**src/rtl/xlat_ctl_pkg.sv**
```systemverilog
package xlat_ctl_pkg;
  localparam int unsigned REG_W   = 32;
  localparam int unsigned LANES   = REG_W / 8;
  localparam int unsigned N_SIDES = 2;
  localparam int unsigned N_TMR   = 3;
  localparam int unsigned CMD_W   = 4;

  localparam int unsigned B_DIR_EN  = 7;
  localparam int unsigned B_DISCARD = 15;
  localparam int unsigned B_PERR    = 16;
  localparam int unsigned B_SERR    = 17;
  localparam int unsigned B_UPPER   = 18;
  localparam int unsigned B_PALIAS  = 19;
  localparam int unsigned B_SALIAS  = 20;
  localparam int unsigned B_FNSWAP  = 21;

  // plain read/write storage; bit 15 is handled apart as write-one-to-clear
  localparam logic [REG_W-1:0] RW_MASK = 32'h003F_1FFF;

  typedef enum logic {SIDE_PRI = 1'b0, SIDE_SEC = 1'b1} side_e;

  typedef struct packed {
    logic                fn_swap;
    logic [N_SIDES-1:0]  alias_en;
    logic                upper_en;
    logic [N_SIDES-1:0]  serr_req;
    logic                dir_en;
  } ctl_t;
endpackage

```
**src/rtl/xcr_regfile.sv**
```systemverilog
module xcr_regfile
  import xlat_ctl_pkg::*;
#(
  parameter int unsigned NUM_TMR = N_TMR
) (
  input  logic               clk,
  input  logic               rst_n,
  input  logic               wr_en,
  input  logic [LANES-1:0]   be,
  input  logic [REG_W-1:0]   wdata,
  input  logic [NUM_TMR-1:0] tmr_expired,
  output logic [REG_W-1:0]   rdata,
  output ctl_t               ctl
);
  localparam int unsigned DISC_LANE = B_DISCARD / 8;

  logic [REG_W-1:0] rw_q;
  logic             disc_q;
  logic             disc_set;
  logic             disc_clr;

  for (genvar ln = 0; ln < LANES; ln++) begin : g_lane
    always_ff @(posedge clk or negedge rst_n) begin
      if (!rst_n) begin
        rw_q[ln*8 +: 8] <= '0;
      end else if (wr_en && be[ln]) begin
        rw_q[ln*8 +: 8] <= wdata[ln*8 +: 8] & RW_MASK[ln*8 +: 8];
      end
    end
  end

  assign disc_set = |tmr_expired;
  assign disc_clr = wr_en && be[DISC_LANE] && wdata[B_DISCARD];

  always_ff @(posedge clk or negedge rst_n) begin
    if (!rst_n) begin
      disc_q <= 1'b0;
    end else begin
      disc_q <= disc_set | (disc_q & ~disc_clr);
    end
  end

  always_comb begin
    rdata            = rw_q & RW_MASK;
    rdata[B_DISCARD] = disc_q;
  end

  always_comb begin
    ctl.dir_en             = rw_q[B_DIR_EN];
    ctl.serr_req[SIDE_PRI] = rw_q[B_PERR];
    ctl.serr_req[SIDE_SEC] = rw_q[B_SERR];
    ctl.upper_en           = rw_q[B_UPPER];
    ctl.alias_en[SIDE_PRI] = rw_q[B_PALIAS];
    ctl.alias_en[SIDE_SEC] = rw_q[B_SALIAS];
    ctl.fn_swap            = rw_q[B_FNSWAP];
  end
endmodule

```
**src/rtl/xcr_err_pulse.sv**
```systemverilog
module xcr_err_pulse (
  input  logic clk,
  input  logic rst_n,
  input  logic req,
  output logic pulse_n
);
  logic fired_q;
  logic pulse_n_q;

  always_ff @(posedge clk or negedge rst_n) begin
    if (!rst_n) begin
      fired_q   <= 1'b0;
      pulse_n_q <= 1'b1;
    end else begin
      fired_q   <= req;
      pulse_n_q <= !(req && !fired_q);
    end
  end

  assign pulse_n = pulse_n_q;
endmodule

```
**src/rtl/xcr_addr_remap.sv**
```systemverilog
module xcr_addr_remap #(
  parameter int unsigned          ADDR_W   = 32,
  parameter logic [ADDR_W-1:0]    LO_BOUND = 'h2000
) (
  input  logic              dir_en,
  input  logic              upper_en,
  input  logic [ADDR_W-1:0] addr_in,
  output logic [ADDR_W-1:0] addr_out
);
  logic in_window;

  assign in_window = (addr_in >= LO_BOUND) && !addr_in[ADDR_W-1];

  always_comb begin
    addr_out = addr_in;
    if (dir_en && upper_en && in_window) begin
      addr_out = {1'b1, addr_in[ADDR_W-2:0]};
    end
  end
endmodule

```
**src/rtl/xcr_cmd_match.sv**
```systemverilog
module xcr_cmd_match #(
  parameter int unsigned CMD_BITS  = 4,
  parameter int unsigned NUM_SIDES = 2,
  localparam int unsigned SIDE_W   = (NUM_SIDES > 1) ? $clog2(NUM_SIDES) : 1
) (
  input  logic                 valid,
  input  logic [SIDE_W-1:0]    side,
  input  logic [CMD_BITS-1:0]  cur_cmd,
  input  logic [CMD_BITS-1:0]  req_cmd,
  input  logic                 addr_hit,
  input  logic [NUM_SIDES-1:0] alias_en,
  output logic                 hit
);
  logic cmd_ok;
  logic side_alias;

  assign side_alias = alias_en[side];
  assign cmd_ok     = (cur_cmd == req_cmd) || side_alias;
  assign hit        = valid && addr_hit && cmd_ok;
endmodule

```
**src/rtl/xlat_ctl_reg.sv**
```systemverilog
module xlat_ctl_reg
  import xlat_ctl_pkg::*;
(
  input  logic               clk,
  input  logic               rst_n,
  input  logic               reg_wr_en,
  input  logic [LANES-1:0]   reg_be,
  input  logic [REG_W-1:0]   reg_wdata,
  output logic [REG_W-1:0]   reg_rdata,
  input  logic [N_TMR-1:0]   tmr_expired,
  output logic               pri_serr_n,
  output logic               sec_serr_n,
  input  logic [REG_W-1:0]   ob_addr_in,
  output logic [REG_W-1:0]   ob_addr_out,
  input  logic               dr_valid,
  input  logic               dr_side,
  input  logic [CMD_W-1:0]   dr_cur_cmd,
  input  logic [CMD_W-1:0]   dr_req_cmd,
  input  logic               dr_addr_hit,
  output logic               dr_hit,
  output logic               fn_swap
);
  ctl_t               ctl;
  logic [N_SIDES-1:0] serr_n;

  xcr_regfile #(.NUM_TMR(N_TMR)) u_regs (
    .clk         (clk),
    .rst_n       (rst_n),
    .wr_en       (reg_wr_en),
    .be          (reg_be),
    .wdata       (reg_wdata),
    .tmr_expired (tmr_expired),
    .rdata       (reg_rdata),
    .ctl         (ctl)
  );

  for (genvar s = 0; s < N_SIDES; s++) begin : g_side
    xcr_err_pulse u_pulse (
      .clk     (clk),
      .rst_n   (rst_n),
      .req     (ctl.serr_req[s]),
      .pulse_n (serr_n[s])
    );
  end

  assign pri_serr_n = serr_n[SIDE_PRI];
  assign sec_serr_n = serr_n[SIDE_SEC];

  xcr_addr_remap #(.ADDR_W(REG_W), .LO_BOUND(32'h0000_2000)) u_remap (
    .dir_en   (ctl.dir_en),
    .upper_en (ctl.upper_en),
    .addr_in  (ob_addr_in),
    .addr_out (ob_addr_out)
  );

  xcr_cmd_match #(.CMD_BITS(CMD_W), .NUM_SIDES(N_SIDES)) u_match (
    .valid    (dr_valid),
    .side     (dr_side),
    .cur_cmd  (dr_cur_cmd),
    .req_cmd  (dr_req_cmd),
    .addr_hit (dr_addr_hit),
    .alias_en (ctl.alias_en),
    .hit      (dr_hit)
  );

  assign fn_swap = ctl.fn_swap;
endmodule

```
**config.mk**
```make
export PLATFORM = sky130hd
export DESIGN_NAME = xlat_ctl_reg
export DESIGN_NICKNAME = d
export VERILOG_FILES = /design/src/rtl/xlat_ctl_pkg.sv /design/src/rtl/xcr_regfile.sv /design/src/rtl/xcr_err_pulse.sv /design/src/rtl/xcr_addr_remap.sv /design/src/rtl/xcr_cmd_match.sv /design/src/rtl/xlat_ctl_reg.sv
export SDC_FILE = /design/constraint.sdc
export NUM_CORES = 1
export LEC_CHECK = 0
export ABC_AREA = 1
export BUFFER_PORTS_ARGS = -buffer_cell sky130_fd_sc_hd__buf_2
export CAP_MARGIN = 20
export CORE_MARGIN = 5
export CORE_UTILIZATION = 32
export CTS_BUF_LIST = sky130_fd_sc_hd__clkbuf_2
export DETAILED_ROUTE_END_ITERATION = 16
export PLACE_DENSITY = 0.78
export SKIP_CTS_REPAIR_TIMING = 1
export SYNTH_ARGS = -nofsm -noshare
export SYNTH_HDL_FRONTEND = slang
export SYNTH_SLANG_ARGS = --single-unit
```
**constraint.sdc**
```tcl
create_clock -name clk -period 0.8 [get_ports clk]
set_input_delay 0 -clock clk [delete_from_list [all_inputs] [get_ports clk]]
set_output_delay 0 -clock clk [all_outputs]
set_load 0.01 [all_outputs]
```
==> flow_summary.html, run 1 <==
<table>
<tr><th>Metric</th><th>Value</th></tr>
<tr><th colspan="2">Setup path</th></tr>
<tr><td>Dominant delay contributor by cell family on the critical path</td><td>flip-flops</td></tr>
<tr><td>Capturing element type of the critical path</td><td>primary output</td></tr>
<tr><td>Worst setup SP type</td><td>flop</td></tr>
<tr><td>Worst Path Arrival</td><td>1130 ps</td></tr>
<tr><td>Critical Path RT</td><td>800 ps</td></tr>
<tr><td>Maximum fanout count along the critical path</td><td>3</td></tr>
<tr><td>Category of the critical setup timing path</td><td>reg2out</td></tr>
<tr><td>Most Frequent Cell on Critical Path</td><td>sky130_fd_sc_hd__nand2_1</td></tr>
<tr><td>Buf+Inv Stages, Crit Path</td><td>2</td></tr>
<tr><td>Longest individual stage delay on the worst path</td><td>460 ps</td></tr>
<tr><td>R2R setup slack</td><td>-100 ps</td></tr>
<tr><td>Critical path cell sequence</td><td>nand2_1 &gt; inv_1 &gt; nand2_1 &gt; nand2_1 &gt; buf_2</td></tr>
<tr><td>Cell type of the slowest stage on the worst timing path</td><td>sky130_fd_sc_hd__dfrtp_1</td></tr>
<tr><th colspan="2">Synthesis</th></tr>
<tr><td>Proportion of netlist area held by the largest area contributor</td><td>38.6%</td></tr>
<tr><td>Biggest area consumer among synthesized cells</td><td>sky130_fd_sc_hd__dfrtp_1</td></tr>
<tr><td>Post-synth design cell area</td><td>1430 sq um</td></tr>
<tr><td>Ranking of synthesized cells by area</td><td>sky130_fd_sc_hd__dfrtp_1, sky130_fd_sc_hd__buf_4, sky130_fd_sc_hd__mux2_2</td></tr>
<tr><td>Synthesis Warnings</td><td>0</td></tr>
<tr><td>Flip-flop and latch count after synthesis</td><td>24</td></tr>
<tr><td>Avg Cell Area, Syn</td><td>9.44 sq um</td></tr>
<tr><td>Distinct cells, synth</td><td>15</td></tr>
<tr><td>Sequential share of the synthesized area</td><td>42.3%</td></tr>
<tr><td>Count of mapped cells out of synthesis</td><td>151</td></tr>
<tr><th colspan="2">Timing</th></tr>
<tr><td>Final count of pins violating max slew</td><td>0</td></tr>
<tr><td>Count of endpoints failing setup in the final report</td><td>30</td></tr>
<tr><td>Final Hold Violating Endpoints</td><td>0</td></tr>
<tr><td>Least setup slack across all paths after layout</td><td>-328 ps</td></tr>
<tr><td>Period utilization</td><td>141%</td></tr>
<tr><td>Final critical path time including I/O delays and setup</td><td>1130 ps</td></tr>
<tr><td>Maximum clock rate</td><td>887 MHz</td></tr>
<tr><td>Unrepaired setup endpoints after global routing</td><td>yes</td></tr>
<tr><td>Final setup skew</td><td>0.222 ps</td></tr>
<tr><th colspan="2">Global routing</th></tr>
<tr><td>GRT Total Usage</td><td>11.1%</td></tr>
<tr><td>Global route overflow</td><td>0</td></tr>
<tr><td>Antenna violations before repair</td><td>0</td></tr>
<tr><td>Number of global-route vias before repair</td><td>1259</td></tr>
<tr><td>Largest net degree at the start of global routing</td><td>25</td></tr>
<tr><td>Global-route wire length before repair</td><td>5530 microns</td></tr>
<tr><th colspan="2">Drt</th></tr>
<tr><td>Remaining number of nets flagged by the antenna check after routing</td><td>0</td></tr>
<tr><td>Via-per-instance ratio</td><td>4.08</td></tr>
<tr><td>Average wire length per cell after detail routing</td><td>13.0 microns</td></tr>
<tr><td>Drt first-iter violations</td><td>12</td></tr>
<tr><td>DRC violations left</td><td>0</td></tr>
<tr><td>Post-Route WL</td><td>3980 microns</td></tr>
<tr><td>Total number of vias</td><td>1247</td></tr>
<tr><td>DRT Pass-1 Iters</td><td>3</td></tr>
<tr><th colspan="2">Floorplan</th></tr>
<tr><td>Die Width</td><td>76.7 microns</td></tr>
<tr><td>Area of the die</td><td>5890 sq um</td></tr>
<tr><td>Row count</td><td>24</td></tr>
<tr><td>Io pins</td><td>153</td></tr>
<tr><td>Initial Util</td><td>33.0%</td></tr>
<tr><td>Vertical extent of the die</td><td>76.7 microns</td></tr>
<tr><td>Placeable core region</td><td>4320 sq um</td></tr>
<tr><th colspan="2">Final layout</th></tr>
<tr><td>Ratio of cells with drive above 1 in the final layout</td><td>54.7%</td></tr>
<tr><td>Final Net Count</td><td>340</td></tr>
<tr><td>Count of inserted antenna diode cells</td><td>0</td></tr>
<tr><td>Layout Cells excl Fill</td><td>306</td></tr>
<tr><td>Synth-to-layout area growth</td><td>50.2%</td></tr>
<tr><th colspan="2">Run status</th></tr>
<tr><td>Outcome</td><td>finished, violations left</td></tr>
<tr><td>Violated checks</td><td>setup timing</td></tr>
<tr><th colspan="2">Pwr</th></tr>
<tr><td>Power density over the cells</td><td>1610 nW/um^2</td></tr>
<tr><td>Reported leakage power</td><td>0.00120 uW</td></tr>
<tr><td>Total power consumption of the routed design</td><td>3440 uW</td></tr>
<tr><td>IR Drop Worst-Case VDD</td><td>0.000925 V</td></tr>
<tr><th colspan="2">Placed design</th></tr>
<tr><td>Global placement routability congestion</td><td>0.743</td></tr>
<tr><td>Pre-CTS setup slack</td><td>-46.3 ps</td></tr>
<tr><td>Dpl cells</td><td>270</td></tr>
<tr><td>PortBufs</td><td>101</td></tr>
<tr><td>DP HPWL</td><td>2900 microns</td></tr>
<tr><th colspan="2">Clock tree</th></tr>
<tr><td>Clock sink count</td><td>24</td></tr>
<tr><td>Number of CTS-inserted buffers</td><td>3</td></tr>
<tr><td>Number of buffers on the longest clock path</td><td>2</td></tr>
<tr><td>Clock tree from TritonCTS</td><td>yes</td></tr>
<tr><td>Level count of the clock H-tree</td><td>1</td></tr>
<tr><td>Clock tree root driver cell</td><td>sky130_fd_sc_hd__clkbuf_2</td></tr>
<tr><td>Clock Latency Late Sink</td><td>330 ps</td></tr>
<tr><td>CTS clock-pin slew for the worst setup and hold paths</td><td>230 ps</td></tr>
<tr><th colspan="2">Hold path</th></tr>
<tr><td>Hold/Removal Path Class</td><td>in2out</td></tr>
<tr><th colspan="2">Job</th></tr>
<tr><td>Max-cap violations</td><td>0</td></tr>
</table>
[cells in the final DEF (no fill, tap or decap)]
cell	netlist	layout
sky130_fd_sc_hd__dfrtp_1	22	22
sky130_fd_sc_hd__mux2i_1	1	1
sky130_fd_sc_hd__bufinv_16	0	1
sky130_fd_sc_hd__nor3_1	1	1
sky130_fd_sc_hd__buf_2	0	94
sky130_fd_sc_hd__dfstp_2	2	2
sky130_fd_sc_hd__dlygate4sd3_1	0	26
sky130_fd_sc_hd__a21oi_1	1	1
sky130_fd_sc_hd__clkbuf_2	0	3
sky130_fd_sc_hd__and2_0	1	1
sky130_fd_sc_hd__mux2_2	19	12
sky130_fd_sc_hd__inv_1	12	12
sky130_fd_sc_hd__buf_4	49	5
sky130_fd_sc_hd__nand3_1	2	2
sky130_fd_sc_hd__or2_2	1	1
sky130_fd_sc_hd__nand2_2	1	2
sky130_fd_sc_hd__nand2_1	26	25
sky130_fd_sc_hd__conb_1	1	12
sky130_fd_sc_hd__nor2_1	12	12
sky130_fd_sc_hd__buf_6	0	12
sky130_fd_sc_hd__mux2_4	0	7
[cell usage after synthesis, drive strengths merged]
library cell and instances:
a21oi 1, and2 1, buf 49, conb 1, dfrtp 22, dfstp 2, inv 12, mux2 19
mux2i 1, nand2 27, nand3 2, nor2 12, nor3 1, or2 1
[flip-flops by register name, indices dropped and copies added (netlist names)]
| name | count |
|---|---|
| g_side.u_pulse.fired_q | 2 |
| g_side.u_pulse.pulse_n | 2 |
| u_regs.ctl | 7 |
| u_regs.disc_q | 1 |
| u_regs.rdata | 12 |
[metrics by stage]
stage | instance area (sq um) | util (%) | hold WS, ps | setup TNS (ps)
after floorplan | 1470 | - | -296 | 0
after global placement | 1700 | 39.3 | -4.83 | -83.6
after detailed placement | 1700 | 39.3 | 0.0686 | -257
after CTS | 1740 | 40.3 | -429 | -4770
after global routing | 2140 | 49.5 | 0.0151 | -6370
final | 2140 | 49.5 | 0.00331 | -4360
[cell families after synthesis]
kind of cell           after synthesis  share of synthesized area (%)
buffers and inverters               61                           29.0
DFF                                 24                           42.3
muxes                               20                           15.7
AOI/OAI and AO/OA                    1                          0.351
other                                1                          0.263
and+or+nand+nor                     44                           12.4
[layer usage]
| layer | global-route usage [%] | wire, microns | share of wire, % |
|---|---|---|---|
| met2 | 22.1 | 2320 | 58 |
| met3 | 3.75 | 332 | 8.3 |
| met5 | 0 | 0 | 0 |
| met4 | 4.90 | 57 | 1.4 |
| met1 | 9.81 | 1270 | 32 |
[final timing paths]
check / from / to / cells past startpoint
min reg2reg: g_side[1].u_pulse.fired_q / g_side[1].u_pulse.pulse_n / 2
max in group asynchronous: rst_n / g_side[1].u_pulse.pulse_n / 3
min: ob_addr_in[7] / ob_addr_out[7] / 0
max reg2reg: u_regs.ctl[4] / u_regs.ctl[4] / 2
min in group asynchronous: rst_n / u_regs.rdata[0] / 3
max: u_regs.ctl[3] / ob_addr_out[31] / 5
[power by group]
part,internal [uW],switching (uW),total [uW]
registers,1400,100,1500
clock network,430,370,801
logic,673,470,1140
total,2500,941,3440
[area by class of cell]
type                       instances  area [sq um]
clock buffer                       3          15.0
clock inverter                     1          30.0
fill                             409          2180
inverter                          12          45.0
multi-input combinational         77           479
sequential                        24           603
tap                               52          65.1
timing repair buffer             137           903
(Power assumes the default switching activity.)
==> run 2: changes to the inputs <==
CORE_UTILIZATION = 38   (was 32)
GPL_ROUTABILITY_DRIVEN = 0   (was unset)
PLACE_DENSITY = 0.87   (was 0.78)
clock period = 1.4 ns   (was 0.8 ns; I/O delays follow)
==> flow_summary.html, run 2 (synthesis gave the netlist of run 1 again) <==
<table>
<tr><th>Metric</th><th>Value</th></tr>
<tr><th colspan="2">Global routing</th></tr>
<tr><td>Global routing met3 resource utilization</td><td>3.79%</td></tr>
<tr><td>Number of global-route vias before repair</td><td>1094</td></tr>
<tr><td>Busiest layer in global routing</td><td>met2</td></tr>
<tr><td>GRT Total Usage</td><td>11.7%</td></tr>
<tr><td>Global route overflow</td><td>0</td></tr>
<tr><td>Global-route wire length before repair</td><td>4720 microns</td></tr>
<tr><td>Antenna violations before repair</td><td>0</td></tr>
<tr><td>Largest net degree at the start of global routing</td><td>25</td></tr>
<tr><td>Met2 track utilization from global routing</td><td>24.5%</td></tr>
<tr><td>M1 GR Usage</td><td>9.65%</td></tr>
<tr><th colspan="2">Final layout</th></tr>
<tr><td>Final Net Count</td><td>328</td></tr>
<tr><td>Number of flip-flops in the largest register</td><td>12</td></tr>
<tr><td>Most common cell after layout, fill and taps aside</td><td>sky130_fd_sc_hd__buf_2</td></tr>
<tr><td>Layout fillers</td><td>322</td></tr>
<tr><td>Most frequent cells in the layout</td><td>sky130_fd_sc_hd__buf_2, sky130_fd_sc_hd__nand2_1, sky130_fd_sc_hd__dlygate4sd3_1</td></tr>
<tr><td>Design area</td><td>1950 sq um</td></tr>
<tr><td>Sequential cell area</td><td>603 sq um</td></tr>
<tr><td>Synth-to-layout area growth</td><td>36.8%</td></tr>
<tr><td>Count of inserted antenna diode cells</td><td>0</td></tr>
<tr><td>Ratio of cells with drive above 1 in the final layout</td><td>52.9%</td></tr>
<tr><td>Multi-input gate area in the final layout</td><td>450 sq um</td></tr>
<tr><th colspan="2">Hold path</th></tr>
<tr><td>Cell depth of the worst hold path</td><td>0</td></tr>
<tr><td>Hold/Removal Path Class</td><td>in2out</td></tr>
<tr><th colspan="2">Setup path</th></tr>
<tr><td>Longest individual stage delay on the worst path</td><td>560 ps</td></tr>
<tr><td>Capturing element type of the critical path</td><td>flop</td></tr>
<tr><td>Critical Path RT</td><td>1660 ps</td></tr>
<tr><td>Critical path cell sequence</td><td>dlygate4sd3_1 &gt; buf_2 &gt; nor3_1 &gt; dlygate4sd3_1 &gt; nand2_1</td></tr>
<tr><td>Number of cells on the critical path</td><td>5</td></tr>
<tr><td>Worst setup SP type</td><td>input pin</td></tr>
<tr><td>Buf+Inv Stages, Crit Path</td><td>3</td></tr>
<tr><td>Dominant delay contributor by cell family on the critical path</td><td>buffers and inverters</td></tr>
<tr><td>Category of the critical setup timing path</td><td>in2reg</td></tr>
<tr><td>R2R setup slack</td><td>600 ps</td></tr>
<tr><td>Worst reg2reg path depth</td><td>1</td></tr>
<tr><td>Worst Path Arrival</td><td>1380 ps</td></tr>
<tr><td>Maximum fanout count along the critical path</td><td>1</td></tr>
<tr><td>Most Frequent Cell on Critical Path</td><td>sky130_fd_sc_hd__dlygate4sd3_1</td></tr>
<tr><td>Cell type of the slowest stage on the worst timing path</td><td>sky130_fd_sc_hd__dlygate4sd3_1</td></tr>
<tr><th colspan="2">Pwr</th></tr>
<tr><td>Reported leakage power</td><td>0.00108 uW</td></tr>
<tr><td>Switch Pwr</td><td>496 uW</td></tr>
<tr><td>Share of power burned in the clock network</td><td>24.7%</td></tr>
<tr><td>Internal cell power</td><td>1320 uW</td></tr>
<tr><td>Combinational group share of total power</td><td>28.5%</td></tr>
<tr><td>Power density over the cells</td><td>929 nW/um^2</td></tr>
<tr><td>Sequential share of power</td><td>46.8%</td></tr>
<tr><td>Total power consumption of the routed design</td><td>1810 uW</td></tr>
<tr><td>IR Drop Worst-Case VDD</td><td>0.000590 V</td></tr>
<tr><td>Proportion of total power due to net switching</td><td>27.4%</td></tr>
<tr><th colspan="2">Clock tree</th></tr>
<tr><td>Clock tree root driver cell</td><td>sky130_fd_sc_hd__clkbuf_2</td></tr>
<tr><td>Level count of the clock H-tree</td><td>1</td></tr>
<tr><td>Number of buffers on the longest clock path</td><td>2</td></tr>
<tr><td>Number of CTS-inserted buffers</td><td>3</td></tr>
<tr><td>CTS clock-pin slew for the worst setup and hold paths</td><td>230 ps</td></tr>
<tr><td>Clock Latency Late Sink</td><td>310 ps</td></tr>
<tr><td>Clock sink count</td><td>24</td></tr>
<tr><td>Clock tree from TritonCTS</td><td>yes</td></tr>
<tr><th colspan="2">Job</th></tr>
<tr><td>Max-cap violations</td><td>0</td></tr>
<tr><th colspan="2">Drt</th></tr>
<tr><td>Via-per-instance ratio</td><td>4.15</td></tr>
<tr><td>DRT Pass-1 Iters</td><td>2</td></tr>
<tr><td>Drt first-iter violations</td><td>14</td></tr>
<tr><td>Total number of vias</td><td>1203</td></tr>
<tr><td>Post-Route WL</td><td>3730 microns</td></tr>
<tr><td>DRC violations left</td><td>0</td></tr>
<tr><td>Remaining number of nets flagged by the antenna check after routing</td><td>0</td></tr>
<tr><td>Average wire length per cell after detail routing</td><td>12.9 microns</td></tr>
<tr><th colspan="2">Placed design</th></tr>
<tr><td>PortBufs</td><td>101</td></tr>
<tr><td>DP HPWL</td><td>2770 microns</td></tr>
<tr><td>Standard cell area after detailed placement</td><td>1660 sq um</td></tr>
<tr><th colspan="2">Timing</th></tr>
<tr><td>Maximum clock rate</td><td>893 MHz</td></tr>
<tr><td>Period utilization</td><td>80.0%</td></tr>
<tr><td>Count of endpoints failing setup in the final report</td><td>0</td></tr>
<tr><td>Final critical path time including I/O delays and setup</td><td>1120 ps</td></tr>
<tr><td>Final Hold Violating Endpoints</td><td>0</td></tr>
<tr><td>Final setup skew</td><td>0.331 ps</td></tr>
<tr><td>Setup Total Neg Slack</td><td>0 ps</td></tr>
<tr><td>Final count of pins violating max slew</td><td>0</td></tr>
<tr><td>Transition time of the tightest slew-check pin</td><td>528 ps</td></tr>
<tr><td>Max_slew headroom</td><td>64.8%</td></tr>
<tr><td>Unrepaired setup endpoints after global routing</td><td>no</td></tr>
<tr><th colspan="2">Floorplan</th></tr>
<tr><td>Io pins</td><td>153</td></tr>
<tr><td>Row count</td><td>22</td></tr>
<tr><td>Vertical extent of the die</td><td>71.2 microns</td></tr>
<tr><td>Placeable core region</td><td>3660 sq um</td></tr>
<tr><td>Die Width</td><td>71.2 microns</td></tr>
<tr><td>Initial Util</td><td>38.9%</td></tr>
<tr><td>Area of the die</td><td>5080 sq um</td></tr>
<tr><th colspan="2">Run status</th></tr>
<tr><td>Outcome</td><td>finished, final reports clean</td></tr>
</table>
run 2: final timing paths:
path,startpoint,end
setup reg to reg,u_regs.ctl[1],u_regs.ctl[1]
max in group asynchronous,rst_n,g_side[1].u_pulse.pulse_n
hold reg to reg,u_regs.ctl[2],g_side[1].u_pulse.fired_q
hold / removal,ob_addr_in[11],ob_addr_out[11]
min in group asynchronous,rst_n,u_regs.rdata[8]
setup / recovery,tmr_expired[2],u_regs.disc_q
run 2: layout make-up:
class,count,area share [%]
multi-input cells,77,23.1
flip-flops and latches,24,30.9
inverters,12,2.31
clock buffers,3,0.770
clock inverters,1,1.54
well taps,48,3.08
repair buffers,125,38.3
run 2: routing by layer:
metal | vias to the layer above | share of wire (%)
met2 | 71 | 60
met4 | 0 | 0.91
met1 | 537 | 28
li1 | 589 | -
met5 | - | 0
met3 | 6 | 11
run 2: power groups by stage:
stage	clock [uW]	sequential (uW)	combinational (uW)
global placement	0	855	456
finish	448	848	516
global route	494	863	565
floorplan	0	893	305
CTS	461	849	469
detailed placement	0	862	469
run 2: per-stage QoR:
| step | hold WS, ps | utilization, % | instances | setup slack [ps] |
|---|---|---|---|---|
| 3_5_place_dp | 0.0686 | 45.5 | 262 | 506 |
| 6_report | 0.00338 | 53.2 | 290 | 280 |
| 4_1_cts | -410 | 46.7 | 266 | 263 |
| 5_1_grt | 0.0204 | 53.2 | 290 | 179 |
| 3_3_place_gp | 0.0686 | 45.5 | 262 | 527 |
| 2_1_floorplan | -296 | - | 162 | 616 |
